File: config.mk
export PLATFORM = sky130hd
export DESIGN_NAME = gpio_port_regs
export DESIGN_NICKNAME = d
export VERILOG_FILES = /design/src/rtl/gpio_port_pkg.sv /design/src/rtl/gpio_sync.sv /design/src/rtl/gpio_out_latch.sv /design/src/rtl/gpio_rsp_slot.sv /design/src/rtl/gpio_port_regs.sv
export SDC_FILE = /design/constraint.sdc
export NUM_CORES = 1
export LEC_CHECK = 0
export BUFFER_PORTS_ARGS = -buffer_cell sky130_fd_sc_hd__buf_2
export CELL_PAD_IN_SITES_DETAIL_PLACEMENT = 1
export CELL_PAD_IN_SITES_GLOBAL_PLACEMENT = 1
export CORE_MARGIN = 4
export CORE_UTILIZATION = 38
export DETAILED_ROUTE_END_ITERATION = 7
export PLACE_DENSITY_LB_ADDON = 0.1
export SLEW_MARGIN = 5
export SYNTH_ARGS = -nofsm -noshare
export SYNTH_HDL_FRONTEND = slang
export SYNTH_SLANG_ARGS = --single-unit
File: constraint.sdc
create_clock -name clk -period 1.7 [get_ports clk]
set_clock_uncertainty 0.1 [all_clocks]
set_input_delay 0.17 -clock clk [delete_from_list [all_inputs] [get_ports clk]]
set_output_delay 0.17 -clock clk [all_outputs]
set_load 0.02 [all_outputs]
File: src/rtl/gpio_port_pkg.sv
package gpio_port_pkg;

  // register selected by a request offset
  typedef enum logic [2:0] {
    SEL_DATA = 3'd0,
    SEL_SET  = 3'd1,
    SEL_CLR  = 3'd2,
    SEL_TGL  = 3'd3,
    SEL_PIN  = 3'd4,
    SEL_DIR  = 3'd5,
    SEL_NONE = 3'd6
  } reg_sel_e;

  localparam logic [15:0] OFS_DATA = 16'h0000;
  localparam logic [15:0] OFS_SET  = 16'h0004;
  localparam logic [15:0] OFS_CLR  = 16'h0008;
  localparam logic [15:0] OFS_TGL  = 16'h000C;
  localparam logic [15:0] OFS_PIN  = 16'h0010;
  localparam logic [15:0] OFS_DIR  = 16'h0014;

  function automatic reg_sel_e decode_offset(input logic [15:0] ofs);
    case (ofs)
      OFS_DATA: return SEL_DATA;
      OFS_SET:  return SEL_SET;
      OFS_CLR:  return SEL_CLR;
      OFS_TGL:  return SEL_TGL;
      OFS_PIN:  return SEL_PIN;
      OFS_DIR:  return SEL_DIR;
      default:  return SEL_NONE;
    endcase
  endfunction

endpackage

File: src/rtl/gpio_sync.sv
module gpio_sync #(
  parameter int unsigned WIDTH  = 32,
  parameter int unsigned STAGES = 2
) (
  input  logic             clk,
  input  logic             rst_n,
  input  logic [WIDTH-1:0] d,
  output logic [WIDTH-1:0] q
);

  logic [WIDTH-1:0] stg [STAGES];

  for (genvar s = 0; s < STAGES; s++) begin : g_stage
    if (s == 0) begin : g_first
      always_ff @(posedge clk or negedge rst_n) begin
        if (!rst_n) stg[0] <= '0;
        else        stg[0] <= d;
      end
    end else begin : g_next
      always_ff @(posedge clk or negedge rst_n) begin
        if (!rst_n) stg[s] <= '0;
        else        stg[s] <= stg[s-1];
      end
    end
  end

  assign q = stg[STAGES-1];

endmodule

File: src/rtl/gpio_out_latch.sv
module gpio_out_latch
  import gpio_port_pkg::*;
#(
  parameter int unsigned WIDTH = 32
) (
  input  logic             clk,
  input  logic             rst_n,
  input  logic             wr_en,
  input  reg_sel_e         sel,
  input  logic [WIDTH-1:0] wdata,
  output logic [WIDTH-1:0] dout,
  output logic [WIDTH-1:0] dir
);

  always_ff @(posedge clk or negedge rst_n) begin
    if (!rst_n) begin
      dout <= '0;
      dir  <= '0;
    end else if (wr_en) begin
      case (sel)
        SEL_DATA: dout <= wdata;
        SEL_SET:  dout <= dout | wdata;
        SEL_CLR:  dout <= dout & ~wdata;
        SEL_TGL:  dout <= dout ^ wdata;
        SEL_DIR:  dir  <= wdata;
        default:  ;
      endcase
    end
  end


  data_load_chk: assert property (@(posedge clk) disable iff (!rst_n)
    (wr_en && sel == SEL_DATA) |=> dout == $past(wdata));


  set_bits_chk: assert property (@(posedge clk) disable iff (!rst_n)
    (wr_en && sel == SEL_SET) |=>
      ((dout & $past(wdata)) == $past(wdata)) &&
      ((dout & ~$past(wdata)) == ($past(dout) & ~$past(wdata))));


  clr_bits_chk: assert property (@(posedge clk) disable iff (!rst_n)
    (wr_en && sel == SEL_CLR) |=>
      ((dout & $past(wdata)) == '0) &&
      ((dout & ~$past(wdata)) == ($past(dout) & ~$past(wdata))));


  tgl_bits_chk: assert property (@(posedge clk) disable iff (!rst_n)
    (wr_en && sel == SEL_TGL) |=> (dout ^ $past(dout)) == $past(wdata));


  dir_kept_on_tgl_chk: assert property (@(posedge clk) disable iff (!rst_n)
    (wr_en && sel == SEL_TGL) |=> $stable(dir));

endmodule

File: src/rtl/gpio_rsp_slot.sv
module gpio_rsp_slot #(
  parameter int unsigned WIDTH = 32
) (
  input  logic             clk,
  input  logic             rst_n,
  input  logic             take,
  input  logic [WIDTH-1:0] rd_val,
  input  logic             rsp_ready,
  output logic             rsp_valid,
  output logic [WIDTH-1:0] rsp_rdata,
  output logic             free
);

  assign free = !rsp_valid || rsp_ready;

  always_ff @(posedge clk or negedge rst_n) begin
    if (!rst_n) begin
      rsp_valid <= 1'b0;
      rsp_rdata <= '0;
    end else if (take) begin
      rsp_valid <= 1'b1;
      rsp_rdata <= rd_val;
    end else if (rsp_ready) begin
      rsp_valid <= 1'b0;
    end
  end


  rsp_hold_chk: assert property (@(posedge clk) disable iff (!rst_n)
    (rsp_valid && !rsp_ready) |=> rsp_valid && $stable(rsp_rdata));


  rsp_follows_take_chk: assert property (@(posedge clk) disable iff (!rst_n)
    take |=> rsp_valid && rsp_rdata == $past(rd_val));


  no_take_when_full_chk: assert property (@(posedge clk) disable iff (!rst_n)
    take |-> free);

endmodule

File: src/rtl/gpio_port_regs.sv
module gpio_port_regs
  import gpio_port_pkg::*;
#(
  parameter int unsigned WIDTH       = 32,
  parameter int unsigned ADDR_W      = 8,
  parameter int unsigned SYNC_STAGES = 2
) (
  input  logic              clk,
  input  logic              rst_n,
  input  logic              req_valid,
  output logic              req_ready,
  input  logic              req_write,
  input  logic [ADDR_W-1:0] req_addr,
  input  logic [WIDTH-1:0]  req_wdata,
  output logic              rsp_valid,
  input  logic              rsp_ready,
  output logic [WIDTH-1:0]  rsp_rdata,
  input  logic [WIDTH-1:0]  pin_in,
  output logic [WIDTH-1:0]  pin_out,
  output logic [WIDTH-1:0]  pin_oe
);

  localparam int unsigned OFS_W = 16;

  reg_sel_e         sel;
  logic             slot_free;
  logic             accept;
  logic             wr_en;
  logic [WIDTH-1:0] pin_sync;
  logic [WIDTH-1:0] dout;
  logic [WIDTH-1:0] dir;
  logic [WIDTH-1:0] rd_val;

  assign sel       = decode_offset(OFS_W'(req_addr));
  assign req_ready = slot_free;
  assign accept    = req_valid && slot_free;
  assign wr_en     = accept && req_write;

  gpio_sync #(.WIDTH(WIDTH), .STAGES(SYNC_STAGES)) u_sync (
    .clk   (clk),
    .rst_n (rst_n),
    .d     (pin_in),
    .q     (pin_sync)
  );

  gpio_out_latch #(.WIDTH(WIDTH)) u_latch (
    .clk   (clk),
    .rst_n (rst_n),
    .wr_en (wr_en),
    .sel   (sel),
    .wdata (req_wdata),
    .dout  (dout),
    .dir   (dir)
  );

  always_comb begin
    rd_val = '0;
    if (!req_write) begin
      case (sel)
        SEL_DATA: rd_val = dout;
        SEL_PIN:  rd_val = pin_sync;
        SEL_DIR:  rd_val = dir;
        default:  rd_val = '0;
      endcase
    end
  end

  gpio_rsp_slot #(.WIDTH(WIDTH)) u_rsp (
    .clk       (clk),
    .rst_n     (rst_n),
    .take      (accept),
    .rd_val    (rd_val),
    .rsp_ready (rsp_ready),
    .rsp_valid (rsp_valid),
    .rsp_rdata (rsp_rdata),
    .free      (slot_free)
  );

  assign pin_out = dout;
  assign pin_oe  = dir;


  unmapped_wr_chk: assert property (@(posedge clk) disable iff (!rst_n)
    (accept && req_write && sel == SEL_NONE) |=> $stable(pin_out) && $stable(pin_oe));


  unmapped_rd_chk: assert property (@(posedge clk) disable iff (!rst_n)
    (accept && !req_write && sel == SEL_NONE) |=> rsp_rdata == '0);


  pin_wr_ignored_chk: assert property (@(posedge clk) disable iff (!rst_n)
    (accept && req_write && sel == SEL_PIN) |=> $stable(pin_out) && $stable(pin_oe));


  cmd_rd_zero_chk: assert property (@(posedge clk) disable iff (!rst_n)
    (accept && !req_write && (sel == SEL_SET || sel == SEL_CLR || sel == SEL_TGL))
      |=> rsp_rdata == '0);


  oe_load_chk: assert property (@(posedge clk) disable iff (!rst_n)
    (accept && req_write && sel == SEL_DIR) |=> pin_oe == $past(req_wdata));


  wr_rsp_zero_chk: assert property (@(posedge clk) disable iff (!rst_n)
    (accept && req_write) |=> rsp_valid && rsp_rdata == '0);

endmodule

==> impl_metrics.csv <==
group,metric,value,unit
run_status,status,"complete, but fails checks",
run_status,violations,"setup timing",
yosys,synth_seq_cells,161,
worst_setup_path,worst_setup_path_start_kind,"flop",
floorplanning,num_io_pins,175,
worst_setup_path,worstPathCellList,"nand2b_4 -> nand2_8 -> nor4_4 -> buf_4 -> clkbuf_16 -> mux2_4",
place,gp_congestion,0.8017,
floorplanning,die_x,151.0,um
cts,htreeDepth,4,
cts,cts.path.max_buffers,2,
timing,hold_slack,134.6,ps
timing,period_needed,1731,ps
worst_setup_path,arrival,1950,ps
cts,cts_tree,"yes",
worst_setup_path,cp_data_required_time,1920,ps
global_route,grt_max_degree,50,
worst_setup_path,worstSetupPathType,"reg -> reg",
finish,nets,1105,
worst_setup_path,timing.rr.end,"u_latch.dir[10]",
timing,post-route-period-util,101.8,%
place,place_hpwl,17.68,mm
floorplanning,rows,52,
detailed_routing,viasPerCell,5.373,
timing,final_hold_viol_count,0,
yosys,yosysUniqueCellTypes,40,
place,dpl.cell_count,1142,
yosys,netlist_area,0.007772,mm2
yosys,async_flop_share,100.0,%
finish,mostFrequentLayoutCells,"172 x buf_2, 158 x dfrtp_1, 68 x a21oi_1",
power,p_per_area,914.5,mW/mm2
floorplanning,coreArea,0.02017,mm2
yosys,yosysWarnings,0,
power,p_leak,5.497,nW
job,maxCapViolCount,0,
detailed_routing,firstDrtPassIters,6,
place,portBuffers,174,
yosys,syn_area_per_cell,11.28,um2
detailed_routing,drt-initial-drc-count,420,
detailed_routing,drcViolationCount,0,
worst_setup_path,worst_path_max_delay_cell,"dfrtp_2",
timing,rsz0062_at_grt,"yes",
yosys,synth_edf_count,0,
detailed_routing,ant_nets,0,
floorplanning,dieHeight,151.0,um
global_route,grt_pass1_wl,41.46,mm
worst_setup_path,timing.rr.start,"u_rsp.rsp_valid",
place,dp_slack,-344.9,ps
timing,fin_setup_tns,-406.6,ps
cts,clk_pin_slew_worst_paths,60,ps
global_route,grt_pass1_vias,7357,
worst_setup_path,rrSetupSlack,-30,ps
cts,cts_root_buf,"clkbuf_16",
finish,final_common_cell,"buf_2",
finish,fin_cells,1246,
timing,setup_viol,22,
global_route,grtUsageTotal,23.79,%
timing,maxSlewHeadroom,46.85,%
global_route,gr-total-overflow,0,
timing,worst_pin_slew,794.3,ps
power,vdd.ir_drop.worst,0.5588,mV
yosys,syn_nets,830,
finish,drive_above_1_share,34.32,%
timing,setup_ws,-31.35,ps
yosys,syn-instance-count,689,
worst_setup_path,crit_path_end_kind,"flop",
hold_path,hp-class,"in -> async",
global_route,antenna_found_initial,1,
worst_setup_path,ff2ff_path_depth,6,
finish,diodes,0,
finish,synthToLayoutAreaGrowth,40.36,%
floorplanning,floorplan.initialDensity,38.54,%
cts,clock-sinks,161,
detailed_routing,vias,6695,
timing,slew_viol_final,0,
yosys,synth_ff_type,"dfrtp_1",
detailed_routing,finalWirelength,27.82,mm
worst_setup_path,critPathMaxFanout,8,
cts,insertion_delay,430,ps
yosys,seq_area_frac_synth,51.84,%
floorplanning,die_area,0.02281,mm2
cts,cts_buffers,17,
power,p_total,0.009976,W
worst_setup_path,slowest_delay,420,ps
timing,fmax,0.5776,GHz
detailed_routing,wl_per_cell,22.33,um
where the power goes:
| group | total, W | switching [W] | internal (W) | leakage [nW] |
|---|---|---|---|---|
| registers | 0.00416 | 0.000154 | 0.00400 | 2.07 |
| clock network | 0.00439 | 0.00165 | 0.00274 | 0.324 |
| logic | 0.00143 | 0.000806 | 0.000623 | 3.10 |
| total | 0.00998 | 0.00261 | 0.00736 | 5.50 |
what timing repair did:
| item | 4_1_cts | 5_1_grt |
|---|---|---|
| gates resized for setup | 18 | 37 |
| endpoints found under the setup margin | 49 | 60 |
| hold endpoints to repair | 240 | 0 |
| gates cloned | 0 | 5 |
| buffers inserted | 0 | 2 |
| pin swaps | 0 | 6 |
| hold buffers | 66 | 0 |
cells in the mapped netlist (all sizes together), types with 15 or more instances:
master	instances	share of area [%]
dfrtp	161	52
mux2	49	7.1
clkbuf	28	1.4
mux2i	26	3.3
ha	64	10
nor2	16	0.77
buf	17	1.0
a21oi	68	4.4
nand2	40	1.9
o21ai	26	1.7
a2bb2oi	23	2.6
nor2b	15	1.2
inv	64	3.1
metrics by stage:
stage	util [%]	area (um2)
6_report	54.09	10910
3_3_place_gp	46.41	9360
5_1_grt	54.09	10910
3_5_place_dp	46.41	9360
4_1_cts	53.01	10690
2_1_floorplan	-	7889
worst max path at each step:
stage               slack (ps)  cells after the start               end            start
floorplan                 -280                      6  u_latch.dout[30]      req_addr[7]
global placement          -290                      6  u_latch.dout[28]      req_addr[7]
detailed placement        -340                      6   u_latch.dout[4]      req_addr[7]
CTS                        -50                      5    u_latch.dir[9]  u_rsp.rsp_valid
global route               -70                      6   u_latch.dir[26]  u_rsp.rsp_valid
finish                     -30                      6   u_latch.dir[10]  u_rsp.rsp_valid
critical path, delay by kind of cell, from the launching register on:
family | cells | cell delay (ps)
DFF | 1 | 420
buffers and inverters | 2 | 410
and+or+nand+nor | 3 | 370
muxes | 1 | 310
area by class of cell:
cell class,count,area (um2)
Clock inverter,11,197.7
Multi-Input combinational cell,420,3526
Inverter,65,244.0
Tap cell,270,337.8
Timing Repair Buffer,299,2105
Fill cell,2164,9260
Sequential cell,161,4033
Clock buffer,20,466.7
cells by family (layout without fill, tap and decap cells):
logic type	after synthesis	count (layout)	share of synthesized area (%)
AO/OA/AOI/OAI	181	181	15.45
adder cells (fa/ha/maj)	64	64	10.30
buffers and inverters	110	395	5.521
flip-flops	161	161	51.84
multiplexers	75	75	10.45
AND/OR/NAND/NOR	98	100	6.439
metal layers:
layer / wire, um / GRT usage, %
met1: 12450 / 31.38
met3: 1274 / 4.488
met2: 13340 / 39.36
met5: 0 / 0
met4: 756 / 8.250
flip-flops by register name, indices dropped and copies added (netlist names):
signal / cells
u_sync.stg: 32
u_latch.dir: 32
u_rsp.rsp_valid: 1
u_sync.q: 32
u_latch.dout: 32
u_rsp.rsp_rdata: 32
Power figures use the tool's default switching activity.
